[config.mk]
export PLATFORM = sky130hd
export DESIGN_NAME = burst_addr_seq
export DESIGN_NICKNAME = d
export VERILOG_FILES = /design/src/rtl/burst_seq_pkg.sv /design/src/rtl/burst_strobe_arb.sv /design/src/rtl/burst_order_gen.sv /design/src/rtl/burst_seq_fsm.sv /design/src/rtl/burst_addr_regs.sv /design/src/rtl/burst_addr_seq.sv
export SDC_FILE = /design/constraint.sdc
export NUM_CORES = 1
export LEC_CHECK = 0
export BUFFER_PORTS_ARGS = -buffer_cell sky130_fd_sc_hd__buf_2
export CAP_MARGIN = 30
export CORE_ASPECT_RATIO = 0.75
export CORE_MARGIN = 5
export CORE_UTILIZATION = 45
export CTS_CLUSTER_SIZE = 20
export DETAILED_ROUTE_END_ITERATION = 10
export PLACE_DENSITY = 0.87
export SLEW_MARGIN = 20
export SYNTH_ARGS = -nofsm -noshare
export SYNTH_HDL_FRONTEND = slang
export SYNTH_SLANG_ARGS = --single-unit
[constraint.sdc]
create_clock -name clk -period 2.7 [get_ports clk]
set_clock_uncertainty 0.15 [all_clocks]
set_input_delay 0.54 -clock clk [delete_from_list [all_inputs] [get_ports clk]]
set_output_delay 0.54 -clock clk [all_outputs]
set_load 0.1 [all_outputs]
[src/rtl/burst_seq_pkg.sv]
package burst_seq_pkg;

    // Control states; each names what the current cycle's address is.
    typedef enum logic [1:0] {
        ST_OFF  = 2'd0,  // deselected
        ST_LOAD = 2'd1,  // external address just captured
        ST_STEP = 2'd2,  // burst advanced one beat
        ST_HOLD = 2'd3   // burst suspended
    } seq_state_e;

    // Width of the wraparound beat counter (four-beat burst).
    localparam int unsigned BEAT_W = 2;

endpackage

[src/rtl/burst_strobe_arb.sv]
module burst_strobe_arb (
    input  logic strb_cpu_n,
    input  logic strb_ctl_n,
    input  logic sel_main_n,
    input  logic sel_hi,
    input  logic sel_lo_n,
    output logic strobe_hit,
    output logic selects_ok
);
    logic cpu_take;
    logic ctl_take;

    always_comb begin
        // Processor strobe counts only while the primary select is low.
        cpu_take   = !strb_cpu_n && !sel_main_n;
        // Controller strobe is considered only when the processor one is not taken.
        ctl_take   = !cpu_take && !strb_ctl_n;
        strobe_hit = cpu_take || ctl_take;
        selects_ok = !sel_main_n && sel_hi && !sel_lo_n;
    end

endmodule

[src/rtl/burst_order_gen.sv]
module burst_order_gen #(
    parameter int unsigned CNT_W = 2
) (
    input  logic [CNT_W-1:0] start_bits,
    input  logic [CNT_W-1:0] beat_num,
    input  logic             order_ilv,
    output logic [CNT_W-1:0] low_bits
);
    logic [CNT_W-1:0] lin_bits;
    logic [CNT_W-1:0] ilv_bits;

    assign lin_bits = start_bits + beat_num;

    for (genvar g = 0; g < CNT_W; g++) begin : g_bit
        assign ilv_bits[g] = start_bits[g] ^ beat_num[g];
        assign low_bits[g] = order_ilv ? ilv_bits[g] : lin_bits[g];
    end

endmodule

[src/rtl/burst_seq_fsm.sv]
module burst_seq_fsm
    import burst_seq_pkg::*;
(
    input  logic clk,
    input  logic rst_n,
    input  logic strobe_hit,
    input  logic selects_ok,
    input  logic adv_n,
    output logic load_en,
    output logic step_en,
    output logic active,
    output logic beat_load,
    output logic beat_step,
    output logic beat_hold
);
    seq_state_e state_q;
    seq_state_e state_d;
    logic       selected;

    assign selected = (state_q != ST_OFF);

    // Next-state decision.
    always_comb begin
        state_d = state_q;
        unique case (state_q)
            ST_OFF: begin
                if (strobe_hit && selects_ok) state_d = ST_LOAD;
                else                          state_d = ST_OFF;
            end
            ST_LOAD, ST_STEP, ST_HOLD: begin
                if (strobe_hit)  state_d = selects_ok ? ST_LOAD : ST_OFF;
                else if (!adv_n) state_d = ST_STEP;
                else             state_d = ST_HOLD;
            end
        endcase
    end

    // State register.
    always_ff @(posedge clk or negedge rst_n) begin
        if (!rst_n) state_q <= ST_OFF;
        else        state_q <= state_d;
    end

    // Outputs: datapath enables and per-cycle flags.
    always_comb begin
        load_en   = strobe_hit && selects_ok;
        step_en   = !strobe_hit && selected && !adv_n;
        active    = selected;
        beat_load = 1'b0;
        beat_step = 1'b0;
        beat_hold = 1'b0;
        unique case (state_q)
            ST_OFF:  ;
            ST_LOAD: beat_load = 1'b1;
            ST_STEP: beat_step = 1'b1;
            ST_HOLD: beat_hold = 1'b1;
        endcase
    end

    // an honoured strobe with failing selects lands in the deselected state.
    p_desel_r4: assert property (@(posedge clk) disable iff (!rst_n)
        (strobe_hit && !selects_ok) |=> (state_q == ST_OFF));

    // deselected with no strobe stays deselected whatever advance does.
    p_idle_stays_r10: assert property (@(posedge clk) disable iff (!rst_n)
        (state_q == ST_OFF && !strobe_hit) |=> (state_q == ST_OFF));

endmodule

[src/rtl/burst_addr_regs.sv]
module burst_addr_regs #(
    parameter int unsigned ADDR_W = 15,
    parameter int unsigned CNT_W  = 2
) (
    input  logic              clk,
    input  logic              rst_n,
    input  logic              load_en,
    input  logic              step_en,
    input  logic [ADDR_W-1:0] addr_in,
    input  logic              order_ilv,
    output logic [ADDR_W-1:0] mem_addr
);
    localparam int unsigned UP_W = ADDR_W - CNT_W;

    logic [UP_W-1:0]  upper_q;
    logic [CNT_W-1:0] start_q;
    logic [CNT_W-1:0] beat_q;
    logic             ilv_q;
    logic [CNT_W-1:0] low_bits;

    always_ff @(posedge clk or negedge rst_n) begin
        if (!rst_n) begin
            upper_q <= '0;
            start_q <= '0;
            beat_q  <= '0;
            ilv_q   <= 1'b0;
        end else begin
            ilv_q <= order_ilv;
            if (load_en) begin
                upper_q <= addr_in[ADDR_W-1:CNT_W];
                start_q <= addr_in[CNT_W-1:0];
                beat_q  <= '0;
            end else if (step_en) begin
                beat_q  <= beat_q + 1'b1;
            end
        end
    end

    burst_order_gen #(.CNT_W(CNT_W)) order_i (
        .start_bits (start_q),
        .beat_num   (beat_q),
        .order_ilv  (ilv_q),
        .low_bits   (low_bits)
    );

    assign mem_addr = {upper_q, low_bits};

    // the upper address bits change only on a load.
    p_upper_hold_r8: assert property (@(posedge clk) disable iff (!rst_n)
        !load_en |=> $stable(upper_q));

endmodule

[src/rtl/burst_addr_seq.sv]
module burst_addr_seq
    import burst_seq_pkg::*;
#(
    parameter int unsigned ADDR_W = 15
) (
    input  logic              clk,
    input  logic              rst_n,
    input  logic [ADDR_W-1:0] addr_in,
    input  logic              strb_cpu_n,
    input  logic              strb_ctl_n,
    input  logic              sel_main_n,
    input  logic              sel_hi,
    input  logic              sel_lo_n,
    input  logic              adv_n,
    input  logic              order_ilv,
    output logic [ADDR_W-1:0] mem_addr,
    output logic              active,
    output logic              beat_load,
    output logic              beat_step,
    output logic              beat_hold
);
    localparam int unsigned CNT_W = BEAT_W;

    logic strobe_hit;
    logic selects_ok;
    logic load_en;
    logic step_en;

    burst_strobe_arb arb_i (
        .strb_cpu_n (strb_cpu_n),
        .strb_ctl_n (strb_ctl_n),
        .sel_main_n (sel_main_n),
        .sel_hi     (sel_hi),
        .sel_lo_n   (sel_lo_n),
        .strobe_hit (strobe_hit),
        .selects_ok (selects_ok)
    );

    burst_seq_fsm fsm_i (
        .clk        (clk),
        .rst_n      (rst_n),
        .strobe_hit (strobe_hit),
        .selects_ok (selects_ok),
        .adv_n      (adv_n),
        .load_en    (load_en),
        .step_en    (step_en),
        .active     (active),
        .beat_load  (beat_load),
        .beat_step  (beat_step),
        .beat_hold  (beat_hold)
    );

    burst_addr_regs #(.ADDR_W(ADDR_W), .CNT_W(CNT_W)) regs_i (
        .clk       (clk),
        .rst_n     (rst_n),
        .load_en   (load_en),
        .step_en   (step_en),
        .addr_in   (addr_in),
        .order_ilv (order_ilv),
        .mem_addr  (mem_addr)
    );

    // controller strobe with qualifying selects loads the presented address.
    p_load_addr_r2: assert property (@(posedge clk) disable iff (!rst_n)
        (!strb_ctl_n && !sel_main_n && sel_hi && !sel_lo_n)
        |=> (beat_load && active && mem_addr == $past(addr_in)));

    // processor strobe with primary select high causes no load.
    p_cpu_gated_r3: assert property (@(posedge clk) disable iff (!rst_n)
        (!strb_cpu_n && sel_main_n && strb_ctl_n) |=> !beat_load);

    // suspend keeps the address.
    p_hold_r9: assert property (@(posedge clk) disable iff (!rst_n)
        (active && strb_ctl_n && (strb_cpu_n || sel_main_n) && adv_n
         && $stable(order_ilv))
        |=> (beat_hold && $stable(mem_addr)));

    // advance steps the burst within the loaded block.
    p_step_r8: assert property (@(posedge clk) disable iff (!rst_n)
        (active && strb_ctl_n && (strb_cpu_n || sel_main_n) && !adv_n)
        |=> (beat_step && mem_addr[ADDR_W-1:CNT_W] == $past(mem_addr[ADDR_W-1:CNT_W])));

endmodule

==> flow_metrics.tcl, run 1 <==
set metrics [dict create \
    drv_slew 0 \
    die_h_um 47.30 \
    synth_nets 81 \
    crit_buf_inv 1 \
    cpPeakStageDelay_ns 0.43 \
    drc 0 \
    fin_hold_ws_ns 0.01545 \
    post_cts_buffers 0 \
    cp.required_ns 2.01 \
    rows 13 \
    area_growth_pct 33.28 \
    post-place-ws_ns 0.7329 \
    synth_top_area_share_pct 59.97 \
    antenna_found_initial 0 \
    worstSetupPathType "register to output pin" \
    cts_hold_buf 0 \
    dieArea_sq_um 2825 \
    cts_sinks 20 \
    io_pins 43 \
    setup_slack_ns 0.4204 \
    hold_class "primary input to asynchronous set/reset pin" \
    wl_per_cell_um 13.52 \
    gp_congestion 0.6901 \
    grt_pass1_vias 618 \
    grt_overflow 0 \
    final-hold-violation-count 0 \
    cts_inserted_buffers 3 \
    p_leak_nw 0.5681 \
    place.port_buffers 42 \
    power_density_nw_per_um2 1035 \
    drt_iter0_drc 1 \
    finalNetCount 128 \
    fin_cells 124 \
    grt_usage_pct 13.03 \
    via_per_inst 4.855 \
    tns_ns 0 \
    ys_types 17 \
    synth_largest_area_cell "dfrtp_1" \
    crit_chain "ha_1 -> nor2b_1 -> xnor2_2 -> buf_2" \
    rr_worst_depth 3 \
    post-route-util_pct 63.91 \
    fmax_mhz 438.7 \
    cp-end-kind "output pin" \
    clkLatencyLatePin_ns 0.29 \
    num_antenna_cells 0 \
    clk_pin_slew_worst_paths_ns 0.11 \
    crit_cells 4 \
    chipWidth_um 59.73 \
    cts_resized 0 \
    numPlacedInstances 120 \
    synth_seq_cells 20 \
    start_kind "register" \
    vias 602 \
    core_sq_um 1740 \
    fillerInstances 146 \
    crit_arrival_ns 1.59 \
    grt_pass1_wl_mm 2.642 \
    post-dp-hpwl_mm 1.379 \
    drt.antenna.violating_nets 0 \
    routed_wirelength_mm 1.677 \
    cts_tree "done" \
    drtPass1Iterations 2 \
    initial_utilization_pct 47.95 \
    fin_crit_sh_pct 84.43 \
    finalCriticalPeriod_ns 2.280 \
    yosysSeqAreaShare_pct 59.97 \
    vdd.ir_drop.worst_mv 0.6062 \
    setup_violations 0 \
    yosysWarnings 0 \
    drv_cap 0 \
    root_buffer "clkbuf_4" \
    syn_area_sq_um 834.6 \
    status "finished clean" \
    cts.path.max_buffers 2 \
    synth_area_leaders "dfrtp_1 60%, mux2_2 20%, a2111oi_4 3.3%, nor2b_1 2.2%, xnor2_1 2.1%" \
    crit_family "buffers and inverters" \
    grt_max_degree 21 \
    final_layout_size_suffix_gt1_share_pct 64.71 \
    critical_path.max_fanout 4 \
    cp_slowest_cell "buf_2" \
    avgSynthCellArea_sq_um 14.90 \
    relSlewSlack_pct 67.33 \
    rsz0062_at_grt "no" \
    htree_levels 1 \
    tightest_slew_ns 0.4934 \
    synth_cells 56 \
    rrSetupSlack_ns 1.23 \
]
-- routing by layer --
metal	part of all wire, %	GRT usage [%]
met5	0	0
met4	0	2.655
met3	9.9	5.769
met2	55	25.86
met1	35	12.63
-- cells in the final DEF, fill, tap and decap left out --
cell	instances
mux2_2	15
and2_1	1
buf_2	42
inv_1	3
or2_2	1
ha_1	1
o31ai_1	1
or3_1	1
a21o_2	1
buf_4	1
a21oi_1	2
xnor2_1	1
o21ai_0	1
a2111oi_4	1
clkbuf_8	1
clkbuf_4	3
nor2b_1	3
dfrtp_1	20
o221ai_1	1
xnor2_2	1
or4_1	1
-- per-stage QoR --
step / total power, mW / area (sq um)
after floorplan: 0.8974 / 842.1
after global placement: 0.9835 / 1076
after detailed placement: 0.9956 / 1076
after CTS: 1.163 / 1112
after global routing: 1.201 / 1112
final: 1.151 / 1112
-- worst reg2reg max path: stages (launching register included) --
cell	delay, ns
dfrtp_1	0.40
o221ai_1	0.24
or4_1	0.45
a21oi_1	0.16
-- cells by family after synthesis --
kind of cell | synth area share (%)
flops | 59.97
mux | 20.24
xor+xnor | 2.099
fa+ha+maj | 1.499
simple gates | 5.399
buf+inv | 2.698
compound gates | 8.097
-- state kept, by name (all words and copies together) (netlist names) --
signal          cells
fsm_i.state_q       2
regs_i.ilv_q        1
regs_i.upper_q     13
regs_i.start_q      2
regs_i.beat_q       2
-- power breakdown --
group	switching (mW)	internal, mW	total, mW	leakage [nW]
Clock	0.0855	0.0822	0.168	0.0210
Combinational	0.494	0.107	0.600	0.303
Sequential	0.0284	0.354	0.383	0.244
-- final cells by class --
class                   count  area [sq um]  share of cell area (%)
well taps                  22         27.53                   2.475
inverters                   3         11.26                   1.012
repair buffers             43         217.7                   19.57
multi-input cells          32         319.1                   28.68
clock buffers               4         36.28                   3.262
flip-flops and latches     20         500.5                   44.99
-- Yosys cell counts --
cell type  count
a21oi_1        2
inv_1          3
o221ai_1       1
and2_1         1
dfrtp_1       20
or3_1          1
or2_2          1
a2111oi_4      1
o21ai_0        1
buf_6          1
ha_1           1
xnor2_1        2
o31ai_1        1
mux2_2        15
nor2b_1        3
or4_1          1
a21o_2         1
-- worst paths after layout --
| check | from | to |
|---|---|---|
| max in group asynchronous | rst_n | regs_i.beat_q[0] |
| setup / recovery | regs_i.beat_q[0] | mem_addr[1] |
| hold reg to reg | regs_i.upper_q[7] | regs_i.upper_q[7] |
| min in group clk | order_ilv | regs_i.ilv_q |
| hold / removal | rst_n | regs_i.upper_q[3] |
| setup reg to reg | fsm_i.state_q[0] | regs_i.beat_q[1] |
Power figures use the tool's default switching activity.
==> inputs of run 2 (changes only) <==
Settings changed: ABC_AREA set to 1, CORE_UTILIZATION 45 to 44, PLACE_DENSITY 0.87 to 0.85.
Clock period 2.7 ns to 2.3 ns, I/O delays scaled along.
==> run 2 against run 1 <==
  * Synthesized cell count grew 86%
  * Sequential cell count is the same
  * Critical path depth grew 2
  * Routed wire length grew 13%
  * Power grew 16%
  * Via count grew 28%
==> flow_metrics.tcl, run 2 <==
set metrics [dict create \
    crit_arrival_ns 1.61 \
    root_buffer "clkbuf_4" \
    vdd.ir_drop.worst_mv 0.9735 \
    switching_share_pct 56.02 \
    synth_area_leaders "dfrtp_1 57%, nand2_1 22%, inv_1 3.4%, nor2_1 3.4%, buf_6 2.5%" \
    grt_pass1_wl_mm 3.036 \
    cp.required_ns 1.69 \
    switchingPower_mw 0.7474 \
    tns_ns 0 \
    setup_violations 0 \
    synth_cells 104 \
    num_antenna_cells 0 \
    power.internal_mw 0.5868 \
    cts.path.max_buffers 2 \
    finalNetCount 175 \
    grt_pass1_vias 726 \
    tightest_slew_ns 0.4914 \
    cts_sinks 20 \
    gp_congestion 0.7055 \
    status "finished clean" \
    synth_seq_cells 20 \
    ys_top_cells_by_count "51 x nand2_1, 20 x dfrtp_1, 8 x inv_1, 8 x nor2_1, 4 x nand3_1" \
    dieArea_sq_um 3013 \
    place.port_buffers 42 \
    vias 771 \
    mostFrequentLayoutCell "nand2_1" \
    worstSetupPathType "register to output pin" \
    fin_hold_ws_ns 0.1241 \
    routed_wirelength_mm 1.892 \
    initial_utilization_pct 45.03 \
    antenna_found_initial 0 \
    grt_max_degree 21 \
    p_leak_nw 0.7082 \
    cts_inserted_buffers 3 \
    hold_class "primary input to register" \
    final_layout_size_suffix_gt1_share_pct 34.46 \
    die_h_um 48.81 \
    io_pins 43 \
    rows 14 \
    wl_per_cell_um 11.00 \
    fillerInstances 173 \
    clkLatencyLatePin_ns 0.29 \
    drc 0 \
    cp-end-kind "output pin" \
    fmax_mhz 450.5 \
    via_per_inst 4.483 \
    r2r_start "fsm_i.state_q[0]" \
    synth_edf_count 0 \
    synth_largest_area_cell "dfrtp_1" \
    drt_iter0_drc 52 \
    drv_slew 0 \
    post_cts_buffers 0 \
    synth.most_common_cell "nand2_1" \
    grt_overflow 0 \
    drt.antenna.violating_nets 0 \
    combPwrFrac_pct 53.8 \
    drv_cap 0 \
    synth_nets 129 \
    clk_pin_slew_worst_paths_ns 0.10 \
    fin_crit_sh_pct 96.51 \
    largest_reg_flops 13 \
    critical_path.max_fanout 4 \
    grt_usage_pct 13.37 \
    yosysWarnings 0 \
    rsz0062_at_grt "no" \
    synth_ff_type "dfrtp_1" \
    power_density_nw_per_um2 1177 \
    hp-start "order_ilv" \
    final-hold-violation-count 0 \
    syn_area_sq_um 883.3 \
    htree_levels 1 \
    ys_types 15 \
    finalCriticalPeriod_ns 2.220 \
    p_clk_share_pct 12.0 \
    core_sq_um 1962 \
    synth_top_area_share_pct 56.66 \
    area_growth_pct 28.33 \
    crit_start "regs_i.beat_q[0]" \
    top_register "regs_i.upper_q" \
    chipWidth_um 61.74 \
    start_kind "register" \
    power_frac_seq_pct 34.2 \
    avgSynthCellArea_sq_um 8.494 \
    mostFrequentLayoutCells "51 x nand2_1, 42 x buf_2, 20 x dfrtp_1" \
    relSlewSlack_pct 67.47 \
    drtPass1Iterations 4 \
    post-dp-hpwl_mm 1.459 \
    post-route-util_pct 57.78 \
    cts_tree "done" \
    yosysSeqAreaShare_pct 56.66 \
    async_flop_share_pct 100.0 \
]
[run 2: cell count changes in the layout (fill, tap and decap cells not counted), sizes merged, moves of 2 or more]
cell | before | now
nor2b | 3 | 0
nor2 | 0 | 10
inv | 3 | 9
mux2 | 15 | 0
a21oi | 2 | 0
xor2 | 0 | 2
nand2 | 0 | 54
nand3 | 0 | 4
[run 2: layout make-up]
type	count	area (sq um)	share of cell area, %
inverter	9	33.78	2.980
timing repair buffer	43	220.2	19.43
tap	24	30.03	2.649
sequential	20	500.5	44.15
clock buffer	3	22.52	1.987
multi-input combinational	73	326.6	28.81
[run 2: per-layer routing]
metal | routed length [um] | global-route usage [%] | share of wire [%] | vias up
met5 | 0 | 0 | 0 | -
met4 | 20 | 5.300 | 1.1 | 0
met3 | 151 | 3.968 | 8.0 | 2
met2 | 970 | 23.00 | 51 | 23
met1 | 750 | 14.98 | 40 | 348
li1 | - | - | - | 398
[run 2: worst paths after layout]
path                                      endpoint  slack (ns)  depth (start not counted)
worst max-delay path                   mem_addr[1]        0.08                          6
worst min-delay path                  regs_i.ilv_q        0.12                          1
worst max register to register    regs_i.beat_q[0]        1.12                          6
min in group asynchronous         fsm_i.state_q[0]        0.48                          2
worst min register to register  regs_i.upper_q[10]        0.33                          2
max in group asynchronous        regs_i.upper_q[3]        1.22                          2
[run 2: kinds of logic after synthesis]
logic type / after synthesis / share of synthesized area (%)
AOI/OAI and AO/OA: 1 / 0.5660
and+or+nand+nor: 68 / 32.01
buffers and inverters: 11 / 6.373
xor gates and xnor gates: 3 / 2.975
DFF: 20 / 56.66
adders and majority gates: 1 / 1.416
[run 2: power by group through the flow]
stage	combinational (mW)	clock, mW	sequential, mW
after floorplan	0.283	0	0.788
final	0.718	0.160	0.456
after CTS	0.723	0.167	0.456
after detailed placement	0.720	0	0.463
after global placement	0.715	0	0.461
after global routing	0.750	0.183	0.464
[run 2: per-stage QoR]
| stage | cells | area, sq um | total power, mW | worst slack (ns) |
|---|---|---|---|---|
| 6_report | 172 | 1134 | 1.334 | 0.08030 |
| 4_1_cts | 172 | 1134 | 1.346 | 0.07213 |
| 3_5_place_dp | 168 | 1101 | 1.184 | 0.4033 |
| 2_1_floorplan | 104 | 883.3 | 1.071 | 0.03293 |
| 5_1_grt | 172 | 1134 | 1.397 | 0.006882 |
| 3_3_place_gp | 168 | 1101 | 1.176 | 0.4223 |
[run 2: worst max-delay path, stage by stage, from the launching register on]
cell and delay, ns:
dfrtp_1 0.43, ha_1 0.19, inv_1 0.05, nor2_1 0.04, xor2_1 0.15, inv_1 0.05
buf_2 0.41
[run 2: repair_timing]
action                    4_1_cts  5_1_grt
hold buffers                    1        0
gates resized for setup         0        0
hold endpoints to repair       20        0
==> inputs of run 3 (changes only) <==
Settings changed: CORE_ASPECT_RATIO 0.75 to not set.
==> run 3 against run 2 <==
  * Final area grew 0.55%
  * Hold slack gained 0.011 ns
  * Register-to-register slack gained 0.03 ns
  * Non-clock buffer count is the same
  * Sequential cell count is the same
  * Power shrank 0.37%
  * Clock power shrank 6%
  * Clock-buffer cell count is the same
==> flow_metrics.tcl, run 3 (synthesis gave the netlist of run 2 again) <==
set metrics [dict create \
    status "finished clean" \
    drtPass1Iterations 4 \
    clkLatencyLatePin_ns 0.28 \
    place.port_buffers 42 \
    largest_reg_flops 13 \
    fillerInstances 192 \
    post-dp-hpwl_mm 1.457 \
    root_buffer "clkbuf_4" \
    area_growth_pct 29.04 \
    grt_overflow 0 \
    vias 766 \
    rows 16 \
    cts_sinks 20 \
    fin_crit_sh_pct 92.48 \
    top_register "regs_i.upper_q" \
    num_antenna_cells 0 \
    vdd.ir_drop.worst_mv 0.7958 \
    finalNetCount 175 \
    antenna_found_initial 0 \
    mostFrequentLayoutCell "nand2_1" \
    initial_utilization_pct 45.49 \
    drc 0 \
    power_density_nw_per_um2 1166 \
    chipWidth_um 54.81 \
    tightest_slew_ns 0.4913 \
    worstSetupPathType "register to output pin" \
    cp.required_ns 1.69 \
    fmax_mhz 470.1 \
    drv_cap 0 \
    gp_congestion 0.7054 \
    drv_slew 0 \
    via_per_inst 4.377 \
    core_sq_um 1942 \
    routed_wirelength_mm 1.799 \
    cts_tree "done" \
    cp-end-kind "output pin" \
    cts_inserted_buffers 3 \
    final_layout_size_suffix_gt1_share_pct 34.46 \
    dieArea_sq_um 3004 \
    grt_usage_pct 14.51 \
    hold_class "primary input to register" \
    start_kind "register" \
    grt_pass1_vias 810 \
    crit_arrival_ns 1.52 \
    p_total_mw 1.329 \
    tns_ns 0 \
    p_leak_nw 0.7085 \
    post-place-ws_ns 0.3874 \
    critical_path.max_fanout 4 \
    multi_input_area_sq_um 326.6 \
    drt_iter0_drc 6 \
    grt_max_degree 21 \
    post-route-util_pct 58.70 \
    io_pins 43 \
    cts.path.max_buffers 2 \
    relSlewSlack_pct 67.47 \
    htree_levels 1 \
    clk_pin_slew_worst_paths_ns 0.10 \
    rrSetupSlack_ns 1.15 \
    rsz0062_at_grt "no" \
    mostFrequentLayoutCells "51 x nand2_1, 41 x buf_2, 20 x dfrtp_1" \
    setup_slack_ns 0.1729 \
    setup_violations 0 \
    final-hold-violation-count 0 \
    drt.antenna.violating_nets 0 \
    post_cts_buffers 0 \
    register_area_sq_um 500.5 \
    fin_hold_ws_ns 0.1354 \
    grt_pass1_wl_mm 3.125 \
    die_h_um 54.81 \
    wl_per_cell_um 10.28 \
    finalCriticalPeriod_ns 2.127 \
]
==> run 3: changes by cell type in the layout (fill, tap and decap cells not counted), sizes merged <==
cell,before,now
buf,42,41
clkbuf,3,4
==> run 3: worst max-delay path, stage by stage, from the launching register on <==
cell and delay (ns):
dfrtp_1 0.43, ha_1 0.20, inv_1 0.05, nor2_1 0.04, xor2_1 0.15, inv_1 0.05
clkbuf_4 0.31
==> run 3: cell type report <==
cell class	count	share of cell area [%]
Timing Repair Buffer	43	19.54
Tap cell	27	2.964
Inverter	9	2.964
Sequential cell	20	43.91
Clock buffer	3	1.976
Multi-Input combinational cell	73	28.65
==> run 3: through the flow <==
stage,cells,cell area [sq um]
after CTS,175,1137
after global placement,171,1105
after detailed placement,171,1105
final,175,1140
after global routing,175,1140
after floorplan,104,883.3
==> run 3: worst paths after layout <==
path,to,startpoint,cells after the start
max in group asynchronous,regs_i.ilv_q,rst_n,2
max,mem_addr[1],regs_i.beat_q[0],6
min in group asynchronous,regs_i.upper_q[12],rst_n,2
min,regs_i.ilv_q,order_ilv,1
max reg2reg,regs_i.beat_q[0],fsm_i.state_q[0],6
min reg2reg,regs_i.upper_q[6],regs_i.upper_q[6],2
==> run 3: power breakdown <==
part	total, mW	internal (mW)	switching (mW)
registers	0.459	0.416	0.0428
logic	0.720	0.114	0.607
clock network	0.150	0.0607	0.0894
==> run 3: what timing repair did <==
item	in CTS	in global routing
hold buffers	1	0
endpoints found under the setup margin	0	1
gates resized for setup	0	1
endpoints found under the hold margin	20	0
==> run 3: layer usage <==
| layer | GRT usage [%] | share of wire [%] |
|---|---|---|
| met3 | 2.725 | 8.4 |
| met5 | 0 | 0 |
| met2 | 25.79 | 49 |
| met4 | 6.224 | 0.67 |
| met1 | 16.72 | 42 |
